File: src/rtl/dma_pair_arbiter.sv
module dma_pair_arbiter (
  input  logic       clk,
  input  logic       rst_n,
  input  logic [1:0] req_i,
  input  logic [1:0] prio_hi_i,
  input  logic       xfer_done_i,
  input  logic       bus_release_i,
  output logic [1:0] grant_o,
  output logic       rot_ptr_o
);

  logic [1:0] gnt_q;
  logic [1:0] gnt_nxt;
  logic       ptr_q;
  logic       ptr_nxt;
  logic       rearb;
  logic       tie;
  logic       win1;

  assign ptr_nxt = bus_release_i ? 1'b1 :
                   (xfer_done_i && gnt_q != 2'b00) ? gnt_q[0] : ptr_q;

  assign rearb = (gnt_q == 2'b00) || xfer_done_i || ((gnt_q & req_i) == 2'b00);
  assign tie   = (prio_hi_i[0] == prio_hi_i[1]);
  assign win1  = tie ? ptr_nxt : prio_hi_i[1];

  always_comb begin
    case (req_i)
      2'b01:   gnt_nxt = 2'b01;
      2'b10:   gnt_nxt = 2'b10;
      2'b11:   gnt_nxt = win1 ? 2'b10 : 2'b01;
      default: gnt_nxt = 2'b00;
    endcase
  end

  always_ff @(posedge clk) begin
    if (!rst_n) begin
      gnt_q <= 2'b00;
      ptr_q <= 1'b1;
    end else begin
      ptr_q <= ptr_nxt;
      if (rearb) gnt_q <= gnt_nxt;
    end
  end

  assign grant_o   = gnt_q & req_i;
  assign rot_ptr_o = ptr_q;

endmodule


File: config.mk
export PLATFORM = sky130hd
export DESIGN_NAME = dma_pair_arbiter
export DESIGN_NICKNAME = d
export VERILOG_FILES = /design/src/rtl/dma_pair_arbiter.sv
export SDC_FILE = /design/constraint.sdc
export NUM_CORES = 1
export LEC_CHECK = 0
export BUFFER_PORTS_ARGS = -buffer_cell sky130_fd_sc_hd__clkbuf_2
export CORE_AREA = 2 2 39 41
export CTS_CLUSTER_SIZE = 14
export DETAILED_ROUTE_END_ITERATION = 10
export DIE_AREA = 0 0 41 43
export HOLD_SLACK_MARGIN = 0.02
export PLACE_DENSITY = 0.36
export SLEW_MARGIN = 10
export SYNTH_ARGS = -nofsm -noshare
export SYNTH_HDL_FRONTEND = slang
export SYNTH_SLANG_ARGS = --single-unit
File: constraint.sdc
create_clock -name clk -period 1.39 [get_ports clk]
set_clock_uncertainty 0.05 [all_clocks]
set_input_delay 0.3475 -clock clk [delete_from_list [all_inputs] [get_ports clk]]
set_output_delay 0.3475 -clock clk [all_outputs]
set_load 0.05 [all_outputs]
## After elaboration in Yosys (flattened, before gate mapping)

Index checks and enable logic that the tools add are counted.

| storage, ports and cells | value |
|---|---|
| word-level logic and storage cells | 18 |
| flip-flop bits (word level) | 3 |

| cells by class | value |
|---|---|
| multiplexer cells | 5 |
| reductions and logical operators | 6 |
| equality and inequality tests | 4 |
| bitwise logic cells | 1 |

Operators with widths:

| operator | count |
|---|---|
| $pmux 2 s3 | 1 |
| $eq 2x2->1 const B | 2 |
| $logic_not 2->1 | 2 |
| $mux 1 | 3 |
| $and 2x2->2 | 1 |
| $eq 2x1->1 const B | 1 |
| $logic_or 1x1->1 | 2 |
| $mux 2 | 1 |
| $reduce_bool 2->1 | 1 |
| $eq 1x1->1 | 1 |
| $logic_and 1x1->1 | 1 |

## Longest topological paths before layout

Gate-level depths: netlist of run 1.

| logic depth | value |
|---|---|
| word-level depth | 7 |
| mapped depth | 3 |
| mapped depth without buffers | 3 |

## Worst setup path before layout of run 1

No wires, ideal clock.

| path | value |
|---|---|
| path kind | register to register |
| start | register ptr_q (netlist: rot_ptr_o) |
| end | register gnt_q[0] |
| setup slack | -0.121 ns |
| arrival time | 1.339 ns |
| data required time | 1.218 ns |
| stages on the path, launching flop included | 4 |
| path buffers | 0 |
| cell sequence | dfxtp_1 a21boi_2 o22ai_1 o311a_1 |

| between the ends | value |
|---|---|
| longest elaborated chain between the ends | 5 |

Ends and longest elaborated chain:

| element | line | source |
|---|---|---|
| start: declaration | 14 | `logic ptr_q;` |
| start signal: assignment | 41 | `ptr_q <= ptr_nxt;` |
| $mux 1 | 21 | `(xfer_done_i && gnt_q != 2'b00) ? gnt_q[0] : ptr_q;` |
| $mux 1 | 20 | `assign ptr_nxt = bus_release_i ? 1'b1 :` |
| $mux 1 | 25 | `assign win1 = tie ? ptr_nxt : prio_hi_i[1];` |
| $mux 2 | 31 | `2'b11: gnt_nxt = win1 ? 2'b10 : 2'b01;` |
| $pmux 2 s3 | 28 | `case (req_i)` |
| end signal: assignment | 42 | `if (rearb) gnt_q <= gnt_nxt;` |
| end: declaration | 12 | `logic [1:0] gnt_q;` |

No other way between the ends.
A chain may end at the register's enable or synchronous reset.

## Worst setup path after layout of run 1

| path | value |
|---|---|
| start | register gnt_q[0] |
| end | output grant_o[0] |

| between the ends | value |
|---|---|
| longest elaborated chain between the ends | 1 |

Ends and longest elaborated chain:

| element | line | source |
|---|---|---|
| $and 2x2->2 | 46 | `assign grant_o = gnt_q & req_i;` |
| end: declaration | 8 | `output logic [1:0] grant_o,` |

No other way between the ends.

==> results.md, run 1 <==
| Metric | Value | Unit |
|---|---|---|
| Result of the run | finished clean | - |
| Leakage power summed over all cells | 0.0001457 | uW |
| Portion of total power attributed to sequential cells | 0.308 | - |
| Net count, final | 52 | - |
| CTS buffer count | 3 | - |
| Grt total ovfl | 0 | - |
| DRC violation total after the first TritonRoute iteration | 4 | - |
| Met2 layer usage reported by global route | 0.1219 | - |
| Clock tree sinks | 3 | - |
| Transition time at the pin with the least slew margin | 0.2769 | ns |
| Register clock-pin slew on the reported worst setup and hold paths | 0.04 | ns |
| Post-synthesis sequential element count | 3 | - |
| Number of cell rows | 14 | - |
| Kind of end point of the critical path | output port | - |
| CTS root buffer | clkbuf_4 | - |
| Startpoint types | flop | - |
| Setup total negative slack | 0 | ns |
| Die area | 1763 | um2 |
| Clock period minus final worst setup slack | 1.330 | ns |
| Initial antenna violation count | 0 | - |
| Top-level port count | 11 | - |
| Met3 Resource Use GR | 0.03141 | - |
| Fraction of post-synthesis cell area in the top cell type by area | 0.2637 | - |
| Unrepaired setup endpoints after global routing | no | - |
| Endpoint of the worst-slack reg-to-reg timing path | gnt_q[0]$_SDFFE_PN0P_ | - |
| Die width | 41 | um |
| Post-route fraction of the period consumed by the critical path | 0.9570 | - |
| Met1 track demand over resource in global routing | 0.09524 | - |
| Sequential share of the synthesized area | 0.2637 | - |
| Fraction of power consumed by combinational cells | 0.200 | - |
| Buffer depth of the longest clock path | 2 | - |
| Instance area at placement | 299.0 | um2 |
| Via count normalized by instance count | 4.712 | - |
| Max cap viols | 0 | - |
| Largest cells by area after synthesis | dfxtp_1 26%, nand3b_1 6.6%, and2_1 5.5%, a21boi_2 4.9%, mux2_1 4.9% | - |
| Worst min-delay path category | in2reg | - |
| Clk network pwr share | 0.492 | - |
| Leading cell types in the layout, fill and taps excluded | 8 x clkbuf_2, 3 x nor2_1, 3 x nand2_1, 3 x clkbuf_4, 3 x dfxtp_2 | - |
| Slack of the worst reg-to-reg path | 0.21 | ns |
| Insertion delay of the later-clocked pin in the worst-skew pair | 0.24 | ns |
| Total wire length after detailed routing | 622 | um |
| Psw | 90.58 | uW |
| Hold path depth | 2 | - |
| Synthesized netlist cell count | 29 | - |
| Global-route wire length before repair | 1007 | um |
| Worst endpoint required time | 0.99 | ns |
| DIE HEIGHT | 43 | um |
| Critical path peak fanout | 7 | - |
| R2R depth | 3 | - |
| R2r startpoint | gnt_q[1]$_SDFFE_PN0P_ | - |
| Most common cell after layout, fill and taps aside | clkbuf_2 | - |
| Number of nets produced by synthesis | 37 | - |
| Antenna Cells | 0 | - |
| # Post-CTS Setup Buffers | 0 | - |
| Core region area | 1384 | um2 |
| Initial Utilization | 0.1646 | - |
| Final instance area | 332.8 | um2 |
| Worst slew margin relative to its limit | 0.8162 | - |
| Clock tree from TritonCTS | done | - |
| Data arrival time of the critical path | 0.93 | ns |
| Count of hold-fix buffers inserted at cts | 0 | - |
| Mean instance size in the synthesized netlist | 7.852 | um2 |
| Routability Congestion | 0.6730 | - |
| Aggregate global-route resource usage | 0.09300 | - |
| Half-perimeter wire length of the detailed placement result | 488.4 | um |
| Worst Slack Setup Final | 0.05981 | ns |
| Final cell utilization of the core | 0.2405 | - |
| Netlist cell types | 20 | - |
| First-pass DRT Iterations | 4 | - |
| Destination of the worst hold path | rot_ptr_o$_SDFF_PN1_ | - |
| Hold path startpoint | rst_n | - |
| Max Slew Vio Count | 0 | - |
| Hold violation total from the final report | 0 | - |
| Max rail drop VDD | 0.0002312 | V |
| Residual DRC count | 0 | - |
| Power density over the cells | 955.1 | nW/um2 |
| Internal cell power | 227.3 | uW |
| Area overhead of the layout relative to synthesis | 46.15 | % |
| Post-layout power | 317.9 | uW |
| Layout cell share with drive strength beyond 1 | 0.4186 | - |
| Number of global-route vias before repair | 270 | - |
| Number of failing setup endpoints in the final timing report | 0 | - |
| Post-Place Worst Slack | 0.03617 | ns |
| Count of input and output buffers | 10 | - |
| H-tree level count | 1 | - |
| Most crowded layer after global routing | met2 | - |
| DRT antenna net count | 0 | - |
| Path type of the worst setup path | reg2out | - |
| Number of synthesis warnings | 0 | - |
| Pin count of the biggest net entering global routing | 8 | - |
| Combined area of all synthesized cells | 227.7 | um2 |
| Wire length per cell after detailed routing | 10.54 | um |
| Cell type contributing the most total cell area after synthesis | dfxtp_1 | - |
| Achievable clock frequency | 0.7518 | GHz |
| Sw Ratio | 0.2849 | - |
| Count of vias placed by the detailed router | 278 | - |
==> cells by family after synthesis <==
kind of cell / count (synthesis) / synth area share
flops: 3 / 0.2637
mux: 2 / 0.09889
buf+inv: 2 / 0.03298
simple gates: 12 / 0.2692
compound gates: 10 / 0.3352
==> area by class of cell <==
cell class,instances,area [um2]
fillers,168,1051
repair buffers,10,55.05
inverters,2,7.507
well taps,16,20.02
flip-flops and latches,3,63.81
clock buffers,4,26.28
multi-input cells,24,160.2
==> routing by layer <==
metal	routed length, um	part of all wire	vias up
met1	258	0.41	124
li1	-	-	136
met2	268	0.43	13
met4	40	0.064	0
met5	0	0	-
met3	53	0.085	5
==> cells in the mapped netlist <==
cell,instances
and2_1,2
mux2_2,1
dfxtp_1,3
nand2_1,3
o21ai_0,1
nand3b_1,2
o311a_1,1
o21ai_1,1
o31ai_1,1
inv_1,2
nand2b_1,1
a21o_1,1
mux2_1,1
o31a_1,1
a21boi_2,1
o22ai_1,1
nor2_1,3
nor3_1,1
a31oi_1,1
a211o_1,1
==> flip-flops by register name (all words and copies together) (netlist names) <==
register and cells:
gnt_q 2, rot_ptr_o 1
==> power groups by stage <==
stage          Sequential [uW]  Clock [uW]  Combinational [uW]
2_1_floorplan             99.3           0                36.6
3_3_place_gp              98.5           0                62.3
3_5_place_dp              98.4           0                62.6
4_1_cts                   97.9         161                64.0
5_1_grt                   99.3         174                71.0
6_report                  97.8         156                63.7
==> stage by stage <==
step                      hold WS (ns)  std cells
after floorplan                 0.3594         29
after global placement          0.5137         55
after detailed placement        0.5121         55
after CTS                       0.2636         59
after global routing            0.2881         59
final                           0.2627         59
==> timing repair <==
| action | in CTS | in global routing |
|---|---|---|
| gates resized for setup | 4 | 2 |
| endpoints found under the setup margin | 2 | 2 |
| hold endpoints to repair | 0 | 0 |
| gates cloned | 0 | 0 |
==> worst max-delay path, stage by stage (launching register included) <==
cell and delay (ns):
dfxtp_2 0.36, and2_1 0.14, buf_4 0.19
==> worst max path at each step <==
stage / startpoint / endpoint / slack (ns) / depth (start not counted)
2_1_floorplan: rot_ptr_o$_SDFF_PN1_ / gnt_q[0]$_SDFFE_PN0P_ / 0.05 / 3
3_3_place_gp: xfer_done_i / gnt_q[0]$_SDFFE_PN0P_ / 0.07 / 4
3_5_place_dp: xfer_done_i / gnt_q[0]$_SDFFE_PN0P_ / 0.04 / 4
4_1_cts: gnt_q[0]$_SDFFE_PN0P_ / grant_o[0] / 0.02 / 2
5_1_grt: gnt_q[1]$_SDFFE_PN0P_ / grant_o[1] / 0.0005 / 2
6_report: gnt_q[0]$_SDFFE_PN0P_ / grant_o[0] / 0.06 / 2
(Power assumes the default switching activity.)
==> run 2: changes to the inputs <==
--- a/config.mk
+++ b/config.mk
@@ -6,6 +6,7 @@
 export NUM_CORES = 1
 export LEC_CHECK = 0
 export BUFFER_PORTS_ARGS = -buffer_cell sky130_fd_sc_hd__clkbuf_2
+export CAP_MARGIN = 20
 export CORE_AREA = 2 2 39 41
 export CTS_CLUSTER_SIZE = 14
 export DETAILED_ROUTE_END_ITERATION = 10
==> constraint.sdc (replaced) <==
create_clock -name clk -period 1.39 [get_ports clk]
set_clock_uncertainty 0.05 [all_clocks]
set_input_delay 0.3475 -clock clk [delete_from_list [all_inputs] [get_ports clk]]
set_output_delay 0.3475 -clock clk [all_outputs]
set_load 0.1 [all_outputs]
==> run 2 against run 1 <==
  * Sequential share of layout area down 2.0 points
  * Final area up 16%
  * First-iteration DRC count unchanged
  * Combinational power up 38%
  * Core utilization up 3.8 points
  * Worst hold slack gained 0.0036 ns
  * Wire length decreased by 1.8%
  * Largest power group unchanged
==> results.md, run 2 (synthesized netlist as in run 1, its figures left out) <==
| Metric | Value | Unit | Delta |
|---|---|---|---|
| Result of the run | finished clean | - | unchanged |
| CTS root buffer | clkbuf_4 | - | unchanged |
| Die width | 41 | um | unchanged |
| Max Slew Vio Count | 0 | - | unchanged |
| Worst endpoint required time | 0.99 | ns | about the same |
| Post-route fraction of the period consumed by the critical path | 0.9707 | - | was 0.9570 |
| Worst slew margin relative to its limit | 0.8677 | - | was 0.8162 |
| Clock tree sinks | 3 | - | unchanged |
| Layout cell share with drive strength beyond 1 | 0.4773 | - | was 0.4186 |
| Critical path peak fanout | 7 | - | unchanged |
| Initial antenna violation count | 0 | - | unchanged |
| Initial Utilization | 0.1646 | - | unchanged |
| Count of hold-fix buffers inserted at cts | 0 | - | unchanged |
| Area overhead of the layout relative to synthesis | 69.23 | % | was 46.15% |
| DIE HEIGHT | 43 | um | unchanged |
| Final cell utilization of the core | 0.2785 | - | was 0.2405 |
| Count of vias placed by the detailed router | 277 | - | was 278 |
| Startpoint types | flop | - | unchanged |
| Internal cell power | 236.9 | uW | was 227.3 uW |
| # Post-CTS Setup Buffers | 0 | - | unchanged |
| Portion of total power attributed to sequential cells | 0.286 | - | was 0.308 |
| Data arrival time of the critical path | 0.95 | ns | was 0.93 ns |
| Register clock-pin slew on the reported worst setup and hold paths | 0.04 | ns | about the same |
| Aggregate global-route resource usage | 0.09209 | - | was 0.09300 |
| Psw | 103.1 | uW | was 90.58 uW |
| Most common cell after layout, fill and taps aside | clkbuf_2 | - | unchanged |
| Transition time at the pin with the least slew margin | 0.1967 | ns | was 0.2769 ns |
| Setup total negative slack | 0 | ns | unchanged |
| Antenna Cells | 0 | - | unchanged |
| Clock period minus final worst setup slack | 1.349 | ns | was 1.330 ns |
| Instance area at placement | 354.1 | um2 | was 299.0 um2 |
| Residual DRC count | 0 | - | unchanged |
| Core region area | 1384 | um2 | unchanged |
| Final instance area | 385.4 | um2 | was 332.8 um2 |
| Clock tree from TritonCTS | done | - | unchanged |
| Top-level port count | 11 | - | unchanged |
| Clk network pwr share | 0.455 | - | was 0.492 |
| Global-route wire length before repair | 1062 | um | was 1007 um |
| H-tree level count | 1 | - | unchanged |
| Number of failing setup endpoints in the final timing report | 0 | - | unchanged |
| Wire length per cell after detailed routing | 10.18 | um | was 10.54 um |
| Die area | 1763 | um2 | unchanged |
| Grt total ovfl | 0 | - | unchanged |
| Number of global-route vias before repair | 272 | - | was 270 |
| Insertion delay of the later-clocked pin in the worst-skew pair | 0.24 | ns | about the same |
| DRC violation total after the first TritonRoute iteration | 4 | - | unchanged |
| Largest reg by FF count | gnt_q | - | unchanged |
| Number of flip-flops in the largest register | 2 | - | unchanged |
| Path type of the worst setup path | reg2out | - | unchanged |
| Routability Congestion | 0.6944 | - | was 0.6730 |
| Hold violation total from the final report | 0 | - | unchanged |
| Leading cell types in the layout, fill and taps excluded | 7 x clkbuf_2, 3 x nor2_1, 3 x nand2_1, 3 x clkbuf_4, 3 x buf_12 | - | was 8 x clkbuf_2, 3 x nor2_1, 3 x nand2_1, 3 x clkbuf_4, 3 x dfxtp_2 |
| Worst min-delay path category | in2reg | - | unchanged |
| Buffer depth of the longest clock path | 2 | - | unchanged |
| Sw Ratio | 0.3032 | - | was 0.2849 |
| First-pass DRT Iterations | 5 | - | was 4 |
| CTS buffer count | 3 | - | unchanged |
| Kind of end point of the critical path | output port | - | unchanged |
| Max cap viols | 0 | - | unchanged |
| Pin count of the biggest net entering global routing | 8 | - | unchanged |
| Count of input and output buffers | 10 | - | unchanged |
| Net count, final | 53 | - | was 52 |
| Max rail drop VDD | 0.0002900 | V | was 0.0002312 V |
| Achievable clock frequency | 0.7411 | GHz | was 0.7518 GHz |
| Via count normalized by instance count | 4.617 | - | was 4.712 |
| Fraction of power consumed by combinational cells | 0.258 | - | was 0.200 |
| Leakage power summed over all cells | 0.0001649 | uW | was 0.0001457 uW |
| Number of cell rows | 14 | - | unchanged |
| Unrepaired setup endpoints after global routing | no | - | unchanged |
| Post-layout power | 340.0 | uW | was 317.9 uW |
| Total wire length after detailed routing | 611 | um | was 622 um |
| Power density over the cells | 882.3 | nW/um2 | was 955.1 nW/um2 |
| DRT antenna net count | 0 | - | unchanged |
run 2: cell types whose count changed in the layout (fill, tap and decap cells not counted), sizes merged:
cell,before,now
buf,2,4
clkbuf,12,11
run 2: power groups by stage:
stage               clock network (uW)  registers [uW]  logic, uW
floorplan                            0             102       46.2
global placement                     0            98.7       87.2
detailed placement                   0            98.9       88.7
CTS                                158            98.5       89.0
global route                       166            98.3       96.0
finish                             155            97.3       87.8
run 2: metrics by stage:
stage	hold WS, ns	std cells	setup slack, ns
2_1_floorplan	0.3594	29	-0.1579
3_3_place_gp	0.5080	56	0.09502
3_5_place_dp	0.5155	56	0.07276
4_1_cts	0.2731	60	0.03182
5_1_grt	0.2820	60	0.01199
6_report	0.2663	60	0.04074
run 2: routing by layer:
| layer | part of all wire | GRT usage | up-vias |
|---|---|---|---|
| met5 | 0 | 0 | - |
| met4 | 0 | 0.1000 | 0 |
| met3 | 0.088 | 0.01571 | 0 |
| met2 | 0.51 | 0.1250 | 13 |
| met1 | 0.40 | 0.1083 | 128 |
| li1 | - | - | 136 |
run 2: repair_timing:
item / CTS / global route
resized for setup: 2 / 1
endpoints found under the setup margin: 2 / 1
gates cloned: 0 / 0
run 2: worst paths after layout:
check | from | end | slack, ns | cells after the start
setup / recovery | gnt_q[0]$_SDFFE_PN0P_ | grant_o[0] | 0.04 | 2
hold / removal | rst_n | rot_ptr_o$_SDFF_PN1_ | 0.27 | 2
hold reg to reg | gnt_q[1]$_SDFFE_PN0P_ | gnt_q[1]$_SDFFE_PN0P_ | 0.55 | 3
setup reg to reg | rot_ptr_o$_SDFF_PN1_ | gnt_q[0]$_SDFFE_PN0P_ | 0.23 | 3
run 2: layout make-up:
class	count	area (um2)
sequential	3	66.31
multi-input combinational	24	162.7
inverter	2	7.507
fill	154	998.5
clock buffer	4	26.28
tap	16	20.02
timing repair buffer	11	102.6
run 2: worst max-delay path, stage by stage (launching register included):
cell     delay (ns)
dfxtp_2        0.37
and2_2         0.18
buf_12         0.17
==> run 3: changes to the inputs <==
--- a/config.mk
+++ b/config.mk
@@ -13,6 +13,7 @@
 export DIE_AREA = 0 0 41 43
 export HOLD_SLACK_MARGIN = 0.02
 export PLACE_DENSITY = 0.36
+export SETUP_SLACK_MARGIN = 0.3
 export SLEW_MARGIN = 10
 export SYNTH_ARGS = -nofsm -noshare
 export SYNTH_HDL_FRONTEND = slang
==> run 3 against run 2 <==
  * Die area unchanged
  * Sequential share of layout area decreased by 0.97 points
  * Critical endpoint unchanged
  * Highest routed layer unchanged
  * Maximum frequency increased by 6.0%
==> results.md, run 3 (synthesized netlist as in run 1, its figures left out) <==
| Metric | Value | Unit | Delta |
|---|---|---|---|
| Initial Utilization | 0.1646 | - | unchanged |
| Critical path peak fanout | 2 | - | was 7 |
| Max Slew Vio Count | 0 | - | unchanged |
| Post-layout instance count excluding filler cells | 63 | - | was 60 |
| Number of cell rows | 14 | - | unchanged |
| Net count, final | 56 | - | was 53 |
| Leakage power summed over all cells | 0.0002015 | uW | was 0.0001649 uW |
| Area overhead of the layout relative to synthesis | 92.86 | % | was 69.23% |
| Max cap viols | 0 | - | unchanged |
| First-pass DRT Iterations | 4 | - | was 5 |
| CTS root buffer | clkbuf_4 | - | unchanged |
| CTS buffer count | 3 | - | unchanged |
| Total wire length after detailed routing | 642 | um | was 611 um |
| Via count normalized by instance count | 4.556 | - | was 4.617 |
| Number of global-route vias before repair | 265 | - | was 272 |
| Buffer depth of the longest clock path | 2 | - | unchanged |
| Clock tree sinks | 3 | - | unchanged |
| Sw Ratio | 0.2938 | - | was 0.3032 |
| Largest reg by FF count | gnt_q | - | unchanged |
| Data arrival time of the critical path | 0.88 | ns | was 0.95 ns |
| Number of flip-flops in the largest register | 2 | - | unchanged |
| Power density over the cells | 796.4 | nW/um2 | was 882.3 nW/um2 |
| Top-level port count | 11 | - | unchanged |
| Clock tree from TritonCTS | done | - | unchanged |
| Die area | 1763 | um2 | unchanged |
| Worst min-delay path category | in2reg | - | unchanged |
| Half-perimeter wire length of the detailed placement result | 468.5 | um |  |
| Startpoint types | flop | - | unchanged |
| Most common cell after layout, fill and taps aside | clkbuf_2 | - | unchanged |
| DRC violation total after the first TritonRoute iteration | 8 | - | was 4 |
| Worst slew margin relative to its limit | 0.8761 | - | was 0.8677 |
| Register clock-pin slew on the reported worst setup and hold paths | 0.03 | ns | was 0.04 ns |
| Achievable clock frequency | 0.7858 | GHz | was 0.7411 GHz |
| Placed Cells incl. Taps | 55 | - | was 56 |
| Global-route wire length before repair | 1055 | um | was 1062 um |
| Portion of total power attributed to sequential cells | 0.262 | - | was 0.286 |
| Clk network pwr share | 0.425 | - | was 0.455 |
| Max rail drop VDD | 0.0003741 | V | was 0.0002900 V |
| Count of input and output buffers | 10 | - | unchanged |
| Grt total ovfl | 0 | - | unchanged |
| Final instance area | 439.2 | um2 | was 385.4 um2 |
| Unrepaired setup endpoints after global routing | yes | - | was no |
| Insertion delay of the later-clocked pin in the worst-skew pair | 0.23 | ns | was 0.24 ns |
| Clock period minus final worst setup slack | 1.273 | ns | was 1.349 ns |
| Routability Congestion | 0.8125 | - | was 0.6944 |
| Pin count of the biggest net entering global routing | 8 | - | unchanged |
| Filler cell count | 159 | - | was 154 |
| Kind of end point of the critical path | output port | - | unchanged |
| Worst endpoint required time | 0.99 | ns | about the same |
| Antenna Cells | 0 | - | unchanged |
| Area taken by flip-flops and latches | 71.32 | um2 | was 66.31 um2 |
| Instance area at placement | 362.8 | um2 | was 354.1 um2 |
| Post-layout power | 349.8 | uW | was 340.0 uW |
| Psw | 102.7 | uW | was 103.1 uW |
| Count of vias placed by the detailed router | 287 | - | was 277 |
| Wire length per cell after detailed routing | 10.19 | um | was 10.18 um |
| Layout cell share with drive strength beyond 1 | 0.5532 | - | was 0.4773 |
| Aggregate global-route resource usage | 0.09118 | - | was 0.09209 |
| Residual DRC count | 0 | - | unchanged |
| Result of the run | finished clean | - | unchanged |
| Setup total negative slack | 0 | ns | unchanged |
| DRT antenna net count | 0 | - | unchanged |
| Number of failing setup endpoints in the final timing report | 0 | - | unchanged |
| Core region area | 1384 | um2 | unchanged |
| Post-route fraction of the period consumed by the critical path | 0.9155 | - | was 0.9707 |
| Internal cell power | 247.0 | uW | was 236.9 uW |
| Fraction of power consumed by combinational cells | 0.313 | - | was 0.258 |
| Initial antenna violation count | 0 | - | unchanged |
| H-tree level count | 1 | - | unchanged |
| Hold violation total from the final report | 0 | - | unchanged |
| Path type of the worst setup path | reg2out | - | unchanged |
| DIE HEIGHT | 43 | um | unchanged |
| Die width | 41 | um | unchanged |
| Transition time at the pin with the least slew margin | 0.1844 | ns | was 0.1967 ns |
| Area used by multi-input combinational logic | 181.4 | um2 | was 162.7 um2 |
run 3: final cells by class:
type | instances | share of cell area
inverters | 2 | 0.01709
clock buffers | 4 | 0.05983
well taps | 16 | 0.04558
flip-flops and latches | 3 | 0.1624
repair buffers | 14 | 0.3020
multi-input cells | 24 | 0.4131
run 3: worst max-delay path: stages (launching register included):
cell     delay, ns
dfxtp_4       0.34
and2_4        0.14
buf_12        0.16
run 3: power by group through the flow:
stage / registers, uW / clock network (uW) / logic (uW)
6_report: 91.7 / 149 / 109
2_1_floorplan: 101 / 0 / 48.9
4_1_cts: 91.6 / 157 / 104
5_1_grt: 92.2 / 166 / 118
3_3_place_gp: 97.8 / 0 / 88.3
3_5_place_dp: 98.1 / 0 / 88.5
run 3: final timing paths:
check | from | end | slack, ns | depth (start not counted)
setup / recovery | gnt_q[0]$_SDFFE_PN0P_ | grant_o[0] | 0.12 | 2
hold / removal | rst_n | rot_ptr_o$_SDFF_PN1_ | 0.27 | 2
setup reg to reg | gnt_q[1]$_SDFFE_PN0P_ | gnt_q[0]$_SDFFE_PN0P_ | 0.21 | 4
hold reg to reg | rot_ptr_o$_SDFF_PN1_ | rot_ptr_o$_SDFF_PN1_ | 0.64 | 3
run 3: per-layer routing:
metal,routed length (um),part of all wire,global-route usage
met1,284,0.44,0.1150
met3,46,0.072,0.05236
met5,0,0,0
met2,311,0.48,0.1219
met4,0,0,0.04000
run 3: what timing repair did:
item,4_1_cts,5_1_grt
setup buffers,3,1
setup endpoints to repair,5,5
hold buffers,0,0
pin swaps,3,1
resized for setup,4,2
run 3: metrics by stage:
| step | hold WS [ns] | setup slack, ns | utilization |
|---|---|---|---|
| after floorplan | 0.3588 | 0.08308 | - |
| after global placement | 0.5092 | 0.1083 | 0.2622 |
| after detailed placement | 0.5044 | 0.08708 | 0.2622 |
| after CTS | 0.2631 | 0.1099 | 0.3056 |
| after global routing | 0.2894 | 0.08907 | 0.3174 |
| final | 0.2709 | 0.1175 | 0.3174 |
